===== src/rtl/dit_pkg.sv =====
// Package: shared constants, clock-select types and decode helpers for the
// dual interval timer. Assumes a 4-bit select code and a 12-bit divider.
package dit_pkg;
    localparam int CSEL_W  = 4;
    localparam int DIV_LOG = 12;

    typedef logic [CSEL_W-1:0] csel_t;

    typedef enum logic [1:0] {
        SRC_NONE = 2'd0,
        SRC_RISE = 2'd1,
        SRC_FALL = 2'd2,
        SRC_DIV  = 2'd3
    } src_e;

    // Classify a select code into its count source.
    function automatic src_e csel_source(csel_t c);
        src_e s;
        if (c == 4'b0000)              s = SRC_RISE;
        else if (c == 4'b0001)         s = SRC_FALL;
        else if (c inside {[4'b0110:4'b1111]}) s = SRC_DIV;
        else                           s = SRC_NONE;
        return s;
    endfunction

    // Power-of-two exponent of the divider for a division code.
    function automatic int unsigned csel_log2(csel_t c);
        int unsigned v;
        if (c == 4'b1111) v = DIV_LOG;
        else              v = int'(c) - 4;
        return v;
    endfunction
endpackage


===== src/rtl/dit_divider.sv =====
// Free-running system-clock divider shared by both timers.
// Assumes: cleared and held at zero while the timer is disabled.
module dit_divider #(
    parameter int DIV_W = 12
) (
    input  logic             clk,
    input  logic             rst_n,
    input  logic             enable,
    output logic [DIV_W-1:0] div_cnt
);
    // Advance the divider each cycle while enabled.
    always_ff @(posedge clk) begin
        if (!rst_n || !enable) div_cnt <= '0;
        else                   div_cnt <= div_cnt + 1'b1;
    end
endmodule


===== src/rtl/dit_edge_sync.sv =====
// Synchroniser and edge detector for the asynchronous event input.
// Assumes: event pulses stay stable for at least two clocks per level.
module dit_edge_sync #(
    parameter int STAGES = 2
) (
    input  logic clk,
    input  logic rst_n,
    input  logic evt_in,
    output logic ev_rise,
    output logic ev_fall
);
    logic [STAGES-1:0] sync_q;
    logic              last_q;

    // Shift the raw input through the synchroniser chain.
    always_ff @(posedge clk) begin
        if (!rst_n) sync_q <= '0;
        else        sync_q <= {sync_q[STAGES-2:0], evt_in};
    end

    // Remember the previous synchronised level for edge detection.
    always_ff @(posedge clk) begin
        if (!rst_n) last_q <= 1'b0;
        else        last_q <= sync_q[STAGES-1];
    end

    assign ev_rise =  sync_q[STAGES-1] & ~last_q;
    assign ev_fall = ~sync_q[STAGES-1] &  last_q;
endmodule


===== src/rtl/dit_tick_sel.sv =====
// Per-timer clock selector: turns a select code into a one-cycle count tick.
// Assumes: the divider counts every cycle while enabled, so a divide-by-2^k
// tick appears when its low k bits are all ones.
module dit_tick_sel
    import dit_pkg::*;
#(
    parameter int DIV_W = DIV_LOG
) (
    input  logic             clk,
    input  logic             rst_n,
    input  logic             enable,
    input  csel_t            csel,
    input  logic             ev_rise,
    input  logic             ev_fall,
    input  logic [DIV_W-1:0] div_cnt,
    output logic             tick
);
    localparam int SH_W = $clog2(DIV_W + 1);

    logic [DIV_W:0] ones;
    logic [SH_W-1:0] shift;
    src_e            src;

    assign ones[0] = 1'b0;
    for (genvar k = 1; k <= DIV_W; k++) begin : g_ones
        assign ones[k] = &div_cnt[k-1:0];
    end

    assign src   = csel_source(csel);
    assign shift = SH_W'(csel_log2(csel));

    // Pick the tick source named by the select code.
    always_comb begin
        case (src)
            SRC_RISE: tick = enable & ev_rise;
            SRC_FALL: tick = enable & ev_fall;
            SRC_DIV:  tick = enable & ones[shift];
            default:  tick = 1'b0;
        endcase
    end

    // Divided ticks are at least four cycles apart.
    AST_DIV_SPACING: assert property (@(posedge clk) disable iff (!rst_n)
        (tick && src == SRC_DIV && $stable(csel)) |=> !tick);
endmodule


===== src/rtl/dit_counter.sv =====
// 8-bit up-counter with synchronous clear; the clear has priority.
// Assumes: control decisions (wrap, carry, match) are made by the parent.
module dit_counter #(
    parameter int CNT_W = 8
) (
    input  logic             clk,
    input  logic             rst_n,
    input  logic             clear,
    input  logic             inc,
    output logic [CNT_W-1:0] count
);
    // Clear, step or hold the count.
    always_ff @(posedge clk) begin
        if (!rst_n || clear) count <= '0;
        else if (inc)        count <= count + 1'b1;
    end
endmodule


===== src/rtl/dual_interval_timer.sv =====
// Top: two 8-bit interval timers that can be chained into one 16-bit timer.
// Assumes: the compare registers are written while the timer is stopped or
// at a safe point; cascaded mode uses the low select code for both bytes.
module dual_interval_timer
    import dit_pkg::*;
#(
    parameter int CNT_W       = 8,
    parameter int SYNC_STAGES = 2
) (
    input  logic               clk,
    input  logic               rst_n,
    input  logic               evt_in,
    input  logic               enable,
    input  logic               cascade,
    input  logic [3:0]         csel_lo,
    input  logic [3:0]         csel_hi,
    input  logic               cmp_lo_we,
    input  logic               cmp_hi_we,
    input  logic [CNT_W-1:0]   cmp_wdata,
    input  logic               mask_lo,
    input  logic               mask_hi,
    input  logic               rd_req,
    output logic [2*CNT_W-1:0] rd_data,
    output logic               irq_lo,
    output logic               irq_hi,
    output logic               tog_lo,
    output logic               tog_hi
);
    localparam int N_CH  = 2;
    localparam int LO    = 0;
    localparam int HI    = 1;
    localparam logic [CNT_W-1:0] ALL_ONES = {CNT_W{1'b1}};

    logic [DIV_LOG-1:0] div_cnt;
    logic               ev_rise, ev_fall;
    csel_t              csel   [N_CH];
    logic [CNT_W-1:0]   cnt    [N_CH];
    logic [CNT_W-1:0]   cmp_q  [N_CH];
    logic [N_CH-1:0]    tick, clr, inc, ev, mask_v, cmp_we;
    logic [N_CH-1:0]    irq_q, tog_q;
    logic               hit_lo8, hit_hi8, hit16, full_hit;

    assign csel[LO]  = csel_lo;
    assign csel[HI]  = csel_hi;
    assign mask_v    = {mask_hi, mask_lo};
    assign cmp_we    = {cmp_hi_we, cmp_lo_we};

    dit_divider #(.DIV_W(DIV_LOG)) u_div (
        .clk     (clk),
        .rst_n   (rst_n),
        .enable  (enable),
        .div_cnt (div_cnt)
    );

    dit_edge_sync #(.STAGES(SYNC_STAGES)) u_sync (
        .clk     (clk),
        .rst_n   (rst_n),
        .evt_in  (evt_in),
        .ev_rise (ev_rise),
        .ev_fall (ev_fall)
    );

    for (genvar g = 0; g < N_CH; g++) begin : g_ch
        dit_tick_sel #(.DIV_W(DIV_LOG)) u_tsel (
            .clk     (clk),
            .rst_n   (rst_n),
            .enable  (enable),
            .csel    (csel[g]),
            .ev_rise (ev_rise),
            .ev_fall (ev_fall),
            .div_cnt (div_cnt),
            .tick    (tick[g])
        );

        dit_counter #(.CNT_W(CNT_W)) u_cnt (
            .clk   (clk),
            .rst_n (rst_n),
            .clear (clr[g]),
            .inc   (inc[g]),
            .count (cnt[g])
        );

        // Hold the compare value written by software.
        always_ff @(posedge clk) begin
            if (!rst_n)         cmp_q[g] <= '0;
            else if (cmp_we[g]) cmp_q[g] <= cmp_wdata;
        end

        // Turn each timer event into a masked pulse and a toggle.
        always_ff @(posedge clk) begin
            if (!rst_n) begin
                irq_q[g] <= 1'b0;
                tog_q[g] <= 1'b0;
            end else begin
                irq_q[g] <= ev[g] & ~mask_v[g];
                tog_q[g] <= tog_q[g] ^ ev[g];
            end
        end

        AST_IRQ_SINGLE: assert property (@(posedge clk) disable iff (!rst_n)
            irq_q[g] |=> !irq_q[g]);
        AST_IRQ_MASKED: assert property (@(posedge clk) disable iff (!rst_n)
            irq_q[g] |-> !$past(mask_v[g]));
        AST_TOG_ON_EVENT: assert property (@(posedge clk) disable iff (!rst_n)
            (tog_q[g] != $past(tog_q[g])) |-> $past(ev[g]));
    end

    assign hit_lo8  = (cnt[LO] == cmp_q[LO]);
    assign hit_hi8  = (cnt[HI] == cmp_q[HI]);
    assign hit16    = hit_lo8 & hit_hi8;
    assign full_hit = cascade & tick[LO] & hit16;

    // Decide clear, step and event for both counters per mode.
    always_comb begin
        ev[LO] = tick[LO] & hit_lo8;
        if (cascade) begin
            clr[LO] = !enable | full_hit;
            inc[LO] = tick[LO];
            clr[HI] = !enable | full_hit;
            inc[HI] = tick[LO] & (cnt[LO] == ALL_ONES);
            ev[HI]  = full_hit;
        end else begin
            clr[LO] = !enable | (tick[LO] & hit_lo8);
            inc[LO] = tick[LO];
            clr[HI] = !enable | (tick[HI] & hit_hi8);
            inc[HI] = tick[HI];
            ev[HI]  = tick[HI] & hit_hi8;
        end
    end

    // Capture both count bytes in one cycle on a read strobe.
    always_ff @(posedge clk) begin
        if (!rst_n)      rd_data <= '0;
        else if (rd_req) rd_data <= {cnt[HI], cnt[LO]};
    end

    assign irq_lo = irq_q[LO];
    assign irq_hi = irq_q[HI];
    assign tog_lo = tog_q[LO];
    assign tog_hi = tog_q[HI];

    AST_DISABLED_ZERO: assert property (@(posedge clk) disable iff (!rst_n)
        !enable |=> (cnt[LO] == '0 && cnt[HI] == '0));
    AST_BAD_CODE_HOLD: assert property (@(posedge clk) disable iff (!rst_n)
        (enable && !cascade && csel_source(csel_hi) == SRC_NONE)
        |=> cnt[HI] == $past(cnt[HI]));
    AST_HI_CARRY: assert property (@(posedge clk) disable iff (!rst_n)
        (enable && cascade && tick[LO] && cnt[LO] == ALL_ONES && !hit16)
        |=> cnt[HI] == $past(cnt[HI]) + 1'b1);
    AST_LO_KEEPS_COUNTING: assert property (@(posedge clk) disable iff (!rst_n)
        (enable && cascade && tick[LO] && hit_lo8 && !hit_hi8)
        |=> cnt[LO] == $past(cnt[LO]) + 1'b1);
    AST_SNAPSHOT: assert property (@(posedge clk) disable iff (!rst_n)
        rd_req |=> rd_data == {$past(cnt[HI]), $past(cnt[LO])});
endmodule


===== config.mk =====
export PLATFORM = sky130hd
export DESIGN_NAME = dual_interval_timer
export DESIGN_NICKNAME = d
export VERILOG_FILES = /design/src/rtl/dit_pkg.sv /design/src/rtl/dit_divider.sv /design/src/rtl/dit_edge_sync.sv /design/src/rtl/dit_tick_sel.sv /design/src/rtl/dit_counter.sv /design/src/rtl/dual_interval_timer.sv
export SDC_FILE = /design/constraint.sdc
export NUM_CORES = 1
export LEC_CHECK = 0
export BUFFER_PORTS_ARGS = -buffer_cell sky130_fd_sc_hd__buf_2
export CAP_MARGIN = 20
export CORE_MARGIN = 1.5
export CORE_UTILIZATION = 52
export DETAILED_ROUTE_END_ITERATION = 8
export GPL_TIMING_DRIVEN = 0
export HOLD_SLACK_MARGIN = 0.15
export PLACE_DENSITY = 0.76
export SYNTH_ARGS = -nofsm -noshare
export SYNTH_HDL_FRONTEND = slang
export SYNTH_SLANG_ARGS = --single-unit

===== constraint.sdc =====
create_clock -name clk -period 2.7 [get_ports clk]
set_input_delay 0.54 -clock clk [delete_from_list [all_inputs] [get_ports clk]]
set_output_delay 0.54 -clock clk [all_outputs]
set_load 0.03 [all_outputs]

Yosys cells after proc, flatten, opt, wreduce, memory -nomap -nowiden --
Memories as Yosys holds them, arrays and structs flattened. Index checks and enable logic that the tools add are counted.
Word-level totals: flip-flop bits (word level) 51, bits in read-only memories 0, bits in latches 0, memories 1, output and inout port bits 20, bits in writable memories 16, word-level logic and storage cells 106, bits of input ports 26
Operators by class: multiply operators 0, mux-type cells 26, bitwise gates (word level) 25, reduce and logical (&&, ||, !) cells 20, div/mod/pow operators 0, add/sub/neg operators 5, equal/unequal tests 13, shift-type cells 0, order comparisons 6
Memory list:
- cmp_q | words 2, bits a word 8, read ports 2, clocked after memory_dff 0, write ports 2, line dual_interval_timer.sv:38 | logic [CNT_W-1:0] cmp_q [N_CH];
Operators with widths (number):
- adder 8 x 1 -> 8 bit (second input constant) | 2
- == test 8 bit | 2
- two-way mux 2 bit | 8
- two-way mux 8 bit | 2
- bitwise AND 1 bit | 14
- adder 12 x 1 -> 12 bit (second input constant) | 1
- AND reduction 12 bit | 1
- AND reduction 11 bit | 1
- < comparator 4 x 5 -> 1 bit (second input constant) | 2
- two-way mux 1 bit | 10
- AND reduction 10 bit | 1
- AND reduction 9 bit | 1
- binary-select mux 1 bit (select 4 bit) | 2
- == test 2 bit (second input constant) | 4
- == test 4 x 1 -> 1 bit (second input constant) | 2
- == test 4 bit (second input constant) | 2
- == test 8 bit (second input constant) | 1
- greater-or-equal comparator 4 x 3 -> 1 bit (second input constant) | 2
- <= comparator 4 bit (second input constant) | 2
- zero test 4 bit | 2
- two-way mux 4 bit | 2
- AND reduction 8 bit | 1
- subtractor 4 x 3 -> 4 bit (second input constant) | 2
- AND reduction 7 bit | 1
- other kinds (13) | 27

Depth between registers and ports, before layout --
Gate-level depths: netlist of the first run.
depth after elaboration 12, gate-level depth with buffers 14, mapped depth without buffers 12

Hierarchy --
A second synthesis of the first run with hierarchy kept.
Unflattened totals: cells, all modules 357, area total of the unflattened synthesis 3434.5 um2
Modules (own cells, without submodules):
- dual_interval_timer | times used 1, sequential area each 880.8 um2, area each 1537.7 um2, cells an instance 134
- dit_counter | times used 2, sequential area each 160.2 um2, area each 345.3 um2, cells an instance 38
- dit_tick_sel | times used 2, sequential area each 0.0 um2, area each 302.8 um2, cells an instance 41
- dit_divider | times used 1, sequential area each 240.2 um2, area each 509.2 um2, cells an instance 57
- dit_edge_sync | times used 1, sequential area each 60.1 um2, area each 91.3 um2, cells an instance 8

Worst setup path after synthesis of the first run --
No wires, ideal clock.
path kind register to register, start register u_div.div_cnt[0], end register g_ch[1].u_cnt.count[6], cell stages (with the launch flop) 15, data arrival time 2.741 ns, slack -0.111 ns, path buffers 2, required time 2.630 ns, period minus slack after synthesis 2.811 ns, setup time 0.070 ns, path through dfxtp_1 ha_1 nand3_2 buf_6 nor3_1 ha_1 a21oi_1 o41ai_2 o211ai_1 a22oi_4 nand4_4 and2_4 buf_6 or3_1 a21oi_1
Between the ends: longest elaborated chain between the ends 10, elaborated cells on any way between the ends 28, those cells by class mux: 8; bitwise: 8; reduce/logical: 12
RTL lines:
- start, declared | line dit_divider.sv:9 | output logic [DIV_W-1:0] div_cnt
- start signal, assigned | line dit_divider.sv:14 | else div_cnt <= div_cnt + 1'b1;
- AND reduction 12 bit (tied with other cells) | line dit_tick_sel.sv:26 | assign ones[k] = &div_cnt[k-1:0];
- binary-select mux 1 bit (select 4 bit) | line dit_tick_sel.sv:37 | SRC_DIV: tick = enable & ones[shift];
- two-way mux 1 bit (not written as such) | line dit_tick_sel.sv:37
- bitwise AND 1 bit | line dit_tick_sel.sv:37
- case mux 1 bit (3 select lines) | line dit_tick_sel.sv:34 | case (src)
- bitwise AND 1 bit (2 in series) | line dual_interval_timer.sv:111 | assign full_hit = cascade & tick[LO] & hit16;
- bitwise OR 1 bit | line dual_interval_timer.sv:119 | clr[HI] = !enable | full_hit;
- two-way mux 2 bit | line dual_interval_timer.sv:116 | if (cascade) begin
- logical OR 1 bit | line dit_counter.sv:14 | if (!rst_n || clear) count <= '0;
- end signal, assigned | line dit_counter.sv:15 | else if (inc) count <= count + 1'b1;
- end, declared | line dit_counter.sv:10 | output logic [CNT_W-1:0] count
Parallel ways exist; a longest one is shown, timed or not. The select of a mux whose other input is x is not followed. A chain may end at the register's enable or synchronous reset.

Worst setup path after layout of the first run --
start register u_div.div_cnt[1], end register g_ch[1].u_cnt.count[3]
The elaborated chain is that of the path after synthesis.

==> results of run 1 <==
cells in the final DEF, fill, tap and decap left out, types with 2 or more instances in the layout:
| cell type | synthesis | routed |
|---|---|---|
| nor4_1 | 4 | 3 |
| o211ai_1 | 3 | 3 |
| buf_2 | 0 | 40 |
| nor2b_1 | 18 | 18 |
| and3_1 | 23 | 23 |
| buf_6 | 5 | 3 |
| a211oi_1 | 4 | 2 |
| xor2_1 | 17 | 17 |
| nand4b_1 | 3 | 3 |
| dfxtp_2 | 0 | 4 |
| nor2_1 | 26 | 26 |
| nand3b_1 | 5 | 5 |
| nand4_1 | 7 | 7 |
| buf_4 | 0 | 10 |
| mux2i_1 | 19 | 19 |
| or3_1 | 5 | 4 |
| edfxtp_1 | 16 | 16 |
| a21oi_1 | 9 | 6 |
| o21ai_1 | 4 | 4 |
| nand2_1 | 22 | 22 |
| nor3_1 | 3 | 2 |
| clkbuf_8 | 1 | 11 |
| inv_1 | 11 | 11 |
| dfxtp_1 | 51 | 46 |
| and2_1 | 5 | 5 |
| a21oi_2 | 0 | 3 |
| o2111ai_1 | 2 | 2 |
| nand3_1 | 11 | 11 |
| ha_1 | 12 | 10 |
| xnor2_1 | 18 | 18 |
| a211oi_2 | 1 | 3 |
| clkbuf_1 | 12 | 15 |
| o21ai_0 | 4 | 4 |
| nand2b_1 | 6 | 6 |
repair_timing:
item / 4_1_cts / 5_1_grt
hold buffers: 0 / 0
endpoints found under the setup margin: 17 / 16
resized for setup: 7 / 10
pin swaps: 8 / 10
setup buffers: 6 / 5
layer usage:
metal,global-route usage [%],wire [um],vias up
li1,-,-,1360
met1,28.7,3190,1249
met2,31.6,3170,79
met3,7.28,445,17
met4,8.50,181,0
met5,0,0,-
cell families (layout without fill, tap and decap cells):
logic type,after synthesis,count (layout),share of synthesized area (%)
AO/OA/AOI/OAI,40,40,8.67
XOR/XNOR,35,35,8.89
adder cells (fa/ha/maj),12,12,4.35
buffers and inverters,29,91,4.53
flip-flops,67,67,43.5
multiplexers,19,19,5.51
AND/OR/NAND/NOR,149,149,24.5
per-stage QoR:
stage	setup WS, ps	utilization [%]
after floorplan	47.1	-
after global placement	-353	59.0
after detailed placement	-360	59.0
after CTS	1.42	62.6
after global routing	-5.33	63.4
final	140	63.4
final cells by class:
type	instances	area, um2
Fill cell	540	2340
Multi-Input combinational cell	255	1860
Sequential cell	67	1510
Timing Repair Buffer	51	295
Clock buffer	15	156
Tap cell	77	96.3
Buffer	14	85.1
Inverter	11	41.3
power groups by stage:
stage	Clock, mW	Combinational [mW]	Sequential (mW)
2_1_floorplan	0	0.116	1.09
3_5_place_dp	0	0.166	1.09
6_report	0.673	0.175	1.07
3_3_place_gp	0	0.162	1.09
5_1_grt	0.751	0.195	1.07
4_1_cts	0.700	0.171	1.07
worst max-delay path by stage:
stage / slack [ps] / from / to
final: 140 / u_div.div_cnt[1]$_SDFF_PP0_ / g_ch[1].u_cnt.count[3]$_SDFFE_PP0P_
after global routing: -5 / u_div.div_cnt[1]$_SDFF_PP0_ / g_ch[1].u_cnt.count[3]$_SDFFE_PP0P_
after CTS: 1 / u_div.div_cnt[0]$_SDFF_PP0_ / g_ch[1].u_cnt.count[3]$_SDFFE_PP0P_
after detailed placement: -360 / u_div.div_cnt[1]$_SDFF_PP0_ / g_ch[1].u_cnt.count[2]$_SDFFE_PP0P_
after global placement: -350 / u_div.div_cnt[0]$_SDFF_PP0_ / g_ch[1].u_cnt.count[2]$_SDFFE_PP0P_
after floorplan: 50 / u_div.div_cnt[1]$_SDFF_PP0_ / g_ch[1].u_cnt.count[6]$_SDFFE_PP0P_
registers in the layout, indices dropped and copies added (netlist names):
| name | count |
|---|---|
| u_sync.last_q | 1 |
| tog_lo | 1 |
| irq_lo | 1 |
| tog_hi | 1 |
| g_ch.u_cnt.count | 16 |
| cmp_q | 16 |
| irq_hi | 1 |
| rd_data | 16 |
| u_sync.sync_q | 2 |
| u_div.div_cnt | 12 |
==> impl_metrics.toml, run 1 <==
[run_status]
status = "completed"

[finish]
fin_nets = 447
antennaDiodeCount = 0
fin_area_um2 = 4050
syn2layout_area_growth_pct = 17.3
drive_gt1_share_pct = 22.0
fin_cells = 490

[routing]
vias = 2705
wl_per_cell_um = 14.3
drc = 0
vias_per_cell = 5.52
finalWirelength_um = 6990
ant_nets = 0
drt-pass1-iter-count = 4
drt_iter0_markers = 119

[synth]
ys_ff_latch = 67
netlist_instances = 351
yosys-top-cells-area = "dfxtp_1 (30%), edfxtp_1 (14%), mux2i_1 (5.5%), xnor2_1 (4.6%), ha_1 (4.4%)"
ys_types = 52
synthesis.area_um2 = 3450
ys_seq_area_share_pct = 43.5
synth_edf_count = 16
synth_nets = 389
ys_warn_count = 0
ys_top_cells_by_count = "dfxtp_1 (51), nor2_1 (26), and3_1 (23), nand2_1 (22), mux2i_1 (19)"
synthArstFlopShare_pct = 0
yosysMostFrequentCell = "dfxtp_1"
yosysTopAreaCell = "dfxtp_1"
synth_top_area_share_pct = 29.6
syn_area_per_cell_um2 = 9.83
yosys_most_used_dff = "dfxtp_1"

[worst_setup_path]
cpPeakStageDelay_ps = 400
r2r_start = "u_div.div_cnt[1]$_SDFF_PP0_"
end_kind = "register"
worstPathArrival_ps = 2830
cp_cell_sequence = "ha_4 -> nand3_4 -> buf_4 -> a2111oi_0 -> o211ai_1 -> a22oi_4 -> nand4_4 -> and2_4 -> or3_1 -> a21oi_1"
cp_top_family = "compound AO/OA/AOI/OAI gates"
critPathMaxFanout = 7
cp-start-kind = "register"
crit_buf_inv = 1
reg2reg_depth = 10
reg2reg_setup_slack_ps = 140
r2r_end = "g_ch[1].u_cnt.count[3]$_SDFFE_PP0P_"
cpMaxStageDelayCell = "a2111oi_0"
cp.depth = 10
required_ps = 2970
crit_type = "reg2reg"

[placement]
place_area_um2 = 3760
numPortBuffers = 40
dp_hpwl_um = 5290
dp_cells = 468
gp_congestion = 0.860

[grt]
grt_pass1_wl_um = 11900
grt_pass1_vias = 2514
antenna_found_initial = 0
grt_max_degree = 11
grt_util_all_layers_pct = 21.3
overflow = 0

[timing]
finalSetupTns_ps = 0
worst_slew_pin_slew_ps = 687
drv_slew = 0
whs_ps = 399
clock_skew_ps = 5.11
final-setup-viol-count = 0
post-route-min-period_ps = 2560
final-hold-violation-count = 0
clock.fmax_mhz = 391
relSlewSlack_pct = 54.2
min_period_over_period_pct = 94.8

[clock_network]
cts_buffers = 9
cts_max_path_buffers = 2
clk_pin_slew_ps = 60
cts_tree = "yes"
clock-sinks = 67
cts_root_buf = "clkbuf_8"
htree_num_levels = 3
clock_latency_ps = 330

[floorplanning]
die_h_um = 84.4
start_util_pct = 54.0
die-area_um2 = 7130
die_x_um = 84.4
io_pins = 46
rows = 29
core-area_um2 = 6390

[hold_path]
holdPathStages = 2
hold_class = "in2reg"
hp-start = "mask_lo"
min_to = "irq_lo$_SDFF_PN0_"

[power]
sequentialPowerShare_pct = 55.7
p_comb_share_pct = 9.1
p_per_area_nw_per_um2 = 473
p_total_mw = 1.91
intPower_mw = 1.49
p_leak_nw = 1.70
pwr-share-clk_pct = 35.2
swShare_pct = 22.3
vdd_ir_drop_max_v = 0.000441
p_sw_mw = 0.427

[flow_run]
maxCapViolCount = 0
No activity file was read; power rests on OpenSTA's default activity.
==> run 2, diff against run 1 <==
REMOVE_ABC_BUFFERS = 1   (was unset)
==> run 2 against run 1 <==
First-iteration DRC count fell by 13%; hold slack lost 10 ps; clock skew increased by 5.2 ps; non-clock buffer count decreased by 7; sequential power hardly changed; via count shrank 1.1%; clock power up 49%; sequential share of layout area hardly changed; utilization is 0.16 points higher; critical endpoint is now g_ch[1].u_cnt.count[6]$_SDFFE_PP0P_.
==> impl_metrics.toml, run 2 (synthesis results as in run 1) <==
[timing]
post-route-min-period_ps = 2610
final-setup-viol-count = 0
relSlewSlack_pct = 60.1
final-hold-violation-count = 0
drv_slew = 0
min_period_over_period_pct = 96.5
clock_skew_ps = 10.3
worst_slew_pin_slew_ps = 599
clock.fmax_mhz = 384

[worst_setup_path]
crit_type = "reg2reg"
worstPathArrival_ps = 2880
required_ps = 2980
cp-start-kind = "register"
end_kind = "register"
critPathMaxFanout = 7

[floorplanning]
io_pins = 46
die-area_um2 = 7130
start_util_pct = 54.0
rows = 29
core-area_um2 = 6390
die_x_um = 84.4
die_h_um = 84.4

[routing]
wl_per_cell_um = 14.4
drt-pass1-iter-count = 4
ant_nets = 0
drc = 0
vias_per_cell = 5.52
drt_iter0_markers = 103
finalWirelength_um = 6970
vias = 2676

[finish]
fin_util_pct = 63.5
reg_top3 = "cmp_q (16), g_ch.u_cnt.count (16), rd_data (16)"
drive_gt1_share_pct = 23.0
syn2layout_area_growth_pct = 17.6
mostFrequentLayoutCells = "dfxtp_1 (46), buf_2 (45), nor2_1 (26), and3_1 (23), nand2_1 (22)"
fin_area_um2 = 4060
final_common_cell = "dfxtp_1"
fin_nets = 441
fill_cells = 534
antennaDiodeCount = 0

[clock_network]
clock-sinks = 67
clock_latency_ps = 340
cts_tree = "yes"
htree_num_levels = 3
cts_buffers = 9
cts_root_buf = "clkbuf_8"
cts_max_path_buffers = 2
clk_pin_slew_ps = 80

[grt]
antenna_found_initial = 0
grt_pass1_wl_um = 11300
grt_util_all_layers_pct = 19.7
grt_pass1_vias = 2453
overflow = 0
grt_max_degree = 47

[placement]
numPortBuffers = 45
place_area_um2 = 3660
dp_hpwl_um = 4870
gp_congestion = 0.911

[run_status]
status = "completed"

[power]
p_total_mw = 2.23
vdd_ir_drop_max_v = 0.000371
p_leak_nw = 1.73
p_per_area_nw_per_um2 = 551

[hold_path]
hold_class = "in2reg"

[flow_run]
maxCapViolCount = 0
run 2: cell types whose count changed in the layout (fill, tap and decap cells not counted), moves of 3 or more:
cell | before | now
clkbuf_1 | 15 | 1
buf_2 | 40 | 45
buf_4 | 10 | 13
buf_6 | 3 | 0
bufinv_16 | 0 | 3
run 2: worst paths after layout:
path / startpoint / endpoint / slack [ps] / cells after the start
setup / recovery: u_div.div_cnt[0]$_SDFF_PP0_ / g_ch[1].u_cnt.count[6]$_SDFFE_PP0P_ / 90 / 10
hold / removal: mask_lo / irq_lo$_SDFF_PN0_ / 390 / 2
setup reg to reg: u_div.div_cnt[0]$_SDFF_PP0_ / g_ch[1].u_cnt.count[6]$_SDFFE_PP0P_ / 90 / 10
hold reg to reg: u_sync.sync_q[0]$_SDFF_PN0_ / u_sync.sync_q[1]$_SDFF_PN0_ / 430 / 1
run 2: where the power goes:
part / switching, mW / total (mW) / leakage [nW] / internal, mW
combinational: 0.0936 / 0.168 / 1.02 / 0.0745
sequential: 0.0138 / 1.06 / 0.586 / 1.05
clock: 0.384 / 1.00 / 0.121 / 0.617
total: 0.492 / 2.23 / 1.73 / 1.74
run 2: per-layer routing:
metal	share of wire, %	track usage [%]
met5	0	0
met4	1.6	7.77
met3	3.5	3.64
met2	49	32.6
met1	46	25.8
run 2: cell type report:
class                   instances  area (um2)  area share, %
well taps                      77        96.3           2.38
inverters                      11        41.3           1.02
repair buffers                 58         323           7.96
clock buffers                  10         128           3.15
flip-flops and latches         67        1510           37.3
multi-input cells             256        1840           45.4
clock inverters                 6         113           2.78
run 2: metrics by stage:
step | setup TNS, ps | std cells | hold slack [ps] | setup slack (ps)
floorplan | -22.0 | 333 | 412 | -7.34
global placement | -6800 | 455 | 416 | -509
detailed placement | -9290 | 455 | 422 | -641
CTS | 0 | 473 | 375 | 15.3
global route | -478 | 485 | 383 | -44.6
finish | 0 | 485 | 389 | 94.6
run 2: critical path, cell delays in order (launching register included):
cell       delay (ps)
dfxtp_4           370
ha_4              160
buf_4             110
nand3_2           100
a2111oi_0         530
o211ai_1          210
a22oi_4           240
nand4_4           140
and2_4            200
or3_1             340
a21oi_1           130
run 2: timing repair:
action                                  4_1_cts  5_1_grt
hold buffers                                  0        0
setup buffers                                 2       11
resized for setup                             9        7
cloned                                        0        1
endpoints found under the setup margin       20       17
pin swaps                                     4       10
==> run 3, diff against run 2 <==
--- a/config.mk
+++ b/config.mk
@@ -6,5 +6,5 @@
 export NUM_CORES = 1
 export LEC_CHECK = 0
-export BUFFER_PORTS_ARGS = -buffer_cell sky130_fd_sc_hd__buf_2
+export BUFFER_PORTS_ARGS = -buffer_cell sky130_fd_sc_hd__buf_4
 export CAP_MARGIN = 20
 export CORE_MARGIN = 1.5
==> constraint.sdc (replaced) <==
create_clock -name clk -period 2.7 [get_ports clk]
set_input_delay 0.135 -clock clk [delete_from_list [all_inputs] [get_ports clk]]
set_output_delay 0.135 -clock clk [all_outputs]
set_load 0.03 [all_outputs]
==> run 3 against run 2 <==
Non-clock buffer count grew 18; worst setup slack gained 32 ps; total power shrank 11%; first-iteration DRC count grew 17%; via count grew 1.6%; critical path type unchanged; critical endpoint is now g_ch[1].u_cnt.count[3]$_SDFFE_PP0P_; largest cell class unchanged.
==> impl_metrics.toml, run 3 (synthesis results as in run 1) <==
[timing]
clock.fmax_mhz = 389
final-hold-violation-count = 0
worst_slew_pin_slew_ps = 550
post-route-min-period_ps = 2570
min_period_over_period_pct = 95.3
clock_skew_ps = 11.5
relSlewSlack_pct = 62.4
final-setup-viol-count = 0
drv_slew = 0
whs_ps = 170

[worst_setup_path]
cp-start-kind = "register"
r2r_start = "u_div.div_cnt[0]$_SDFF_PP0_"
reg2reg_setup_slack_ps = 130
worstPathArrival_ps = 2840
r2r_end = "g_ch[1].u_cnt.count[3]$_SDFFE_PP0P_"
reg2reg_depth = 11
critPathMaxFanout = 6
crit_type = "reg2reg"
end_kind = "register"
required_ps = 2970

[finish]
reg_top3 = "cmp_q (16), g_ch.u_cnt.count (16), rd_data (16)"
fin_area_um2 = 4300
final_common_cell = "buf_4"
fin_nets = 458
mostFrequentLayoutCells = "buf_4 (59), dfxtp_1 (47), nor2_1 (25), and3_1 (23), nand2_1 (22)"
drive_gt1_share_pct = 22.4
fill_cells = 503
multi_input_area_um2 = 1860
antennaDiodeCount = 0
regArea_um2 = 1510
fin_util_pct = 67.3
syn2layout_area_growth_pct = 24.5

[routing]
ant_nets = 0
finalWirelength_um = 7020
drt_iter0_markers = 120
wl_per_cell_um = 14.0
drc = 0
vias = 2720
drt-pass1-iter-count = 4
vias_per_cell = 5.42

[clock_network]
cts_buffers = 9
clock_latency_ps = 330
cts_root_buf = "clkbuf_8"
cts_max_path_buffers = 2
htree_num_levels = 3
clk_pin_slew_ps = 70
cts_tree = "yes"
clock-sinks = 67

[power]
pwr-share-clk_pct = 36.6
p_per_area_nw_per_um2 = 463
p_total_mw = 1.99
vdd_ir_drop_max_v = 0.000344
intPower_mw = 1.53
p_comb_share_pct = 9.9
sequentialPowerShare_pct = 53.5
p_leak_nw = 1.80
swShare_pct = 23.0
p_sw_mw = 0.458

[hold_path]
min_to = "cmp_q[1][7]$_SDFFCE_PN0P_"
holdPathStages = 2
hold_class = "in2reg"
hp-start = "cmp_hi_we"

[grt]
antenna_found_initial = 0
overflow = 0
grt_pass1_vias = 2661
grt_pass1_wl_um = 11700
grt_max_degree = 47
grt_util_all_layers_pct = 20.6

[placement]
place_area_um2 = 3770
numPortBuffers = 45
gp_congestion = 0.940
dp_hpwl_um = 4760

[floorplanning]
die-area_um2 = 7130
die_h_um = 84.4
io_pins = 46
start_util_pct = 54.0
core-area_um2 = 6390
die_x_um = 84.4
rows = 29

[flow_run]
maxCapViolCount = 0

[run_status]
status = "completed"
[run 3: cell count changes in the layout (fill, tap and decap cells not counted), sizes merged]
| cell | change |
|---|---|
| clkbuf | +3 |
| clkinv | +1 |
| dlygate4sd3 | +17 |
| buf | +1 |
| bufinv | -3 |
| inv | -1 |
| nand3 | -1 |
[run 3: repair_timing]
item,in CTS,in global routing
endpoints found under the setup margin,20,16
hold endpoints to repair,22,0
hold buffers,17,0
pin swaps,3,8
gates resized for setup,8,11
setup buffers,9,5
[run 3: final cells by class]
cell class                 count  share of cell area, %
sequential                    67                   35.1
clock buffer                  13                   3.70
clock inverter                 3                  0.350
timing repair buffer          76                   14.3
inverter                      11                  0.961
multi-input combinational    255                   43.3
tap                           77                   2.24
[run 3: worst max path at each step]
stage / slack (ps) / cells after the start / endpoint / start
after floorplan: -7 / 12 / g_ch[1].u_cnt.count[3]$_SDFFE_PP0P_ / u_div.div_cnt[0]$_SDFF_PP0_
after global placement: -480 / 12 / g_ch[1].u_cnt.count[0]$_SDFFE_PP0P_ / u_div.div_cnt[0]$_SDFF_PP0_
after detailed placement: -540 / 12 / g_ch[1].u_cnt.count[2]$_SDFFE_PP0P_ / u_div.div_cnt[0]$_SDFF_PP0_
after CTS: 40 / 12 / g_ch[1].u_cnt.count[6]$_SDFFE_PP0P_ / u_div.div_cnt[0]$_SDFF_PP0_
after global routing: -20 / 12 / g_ch[0].u_cnt.count[7]$_SDFFE_PP0P_ / u_div.div_cnt[0]$_SDFF_PP0_
final: 130 / 11 / g_ch[1].u_cnt.count[3]$_SDFFE_PP0P_ / u_div.div_cnt[0]$_SDFF_PP0_
[run 3: critical path: stages, from the launching register on]
cell and delay [ps]:
dfxtp_4 380, ha_4 150, nand3_4 80, buf_4 180
buf_4 140, o41ai_2 280, o211ai_1 180, a22oi_4 240
nand4_4 160, and2_4 220, or3_1 350, a21oi_1 150
[run 3: stage by stage]
stage | setup WS (ps) | std cells | TNS [ps]
2_1_floorplan | -7.34 | 333 | -22.0
3_3_place_gp | -479 | 455 | -6120
3_5_place_dp | -537 | 455 | -6570
4_1_cts | 43.7 | 497 | 0
5_1_grt | -20.3 | 502 | -28.6
6_report | 127 | 502 | 0
[run 3: metal layers]
metal  global-route usage (%)  vias up  share of wire [%]  wire length, um
li1                         -     1376                  -                -
met1                     24.6     1266                 45             3160
met2                     35.1       68                 49             3470
met3                     5.01       10                4.1              291
met4                     9.68        0                1.4               97
met5                        0        -                  0                0
[run 3: power by group through the flow]
stage               registers (mW)  logic, mW  clock network, mW
floorplan                     1.09     0.0907                  0
global placement              1.09      0.164                  0
detailed placement            1.09      0.167                  0
CTS                           1.07      0.191              0.745
global route                  1.07      0.215              0.799
finish                        1.07      0.198              0.728
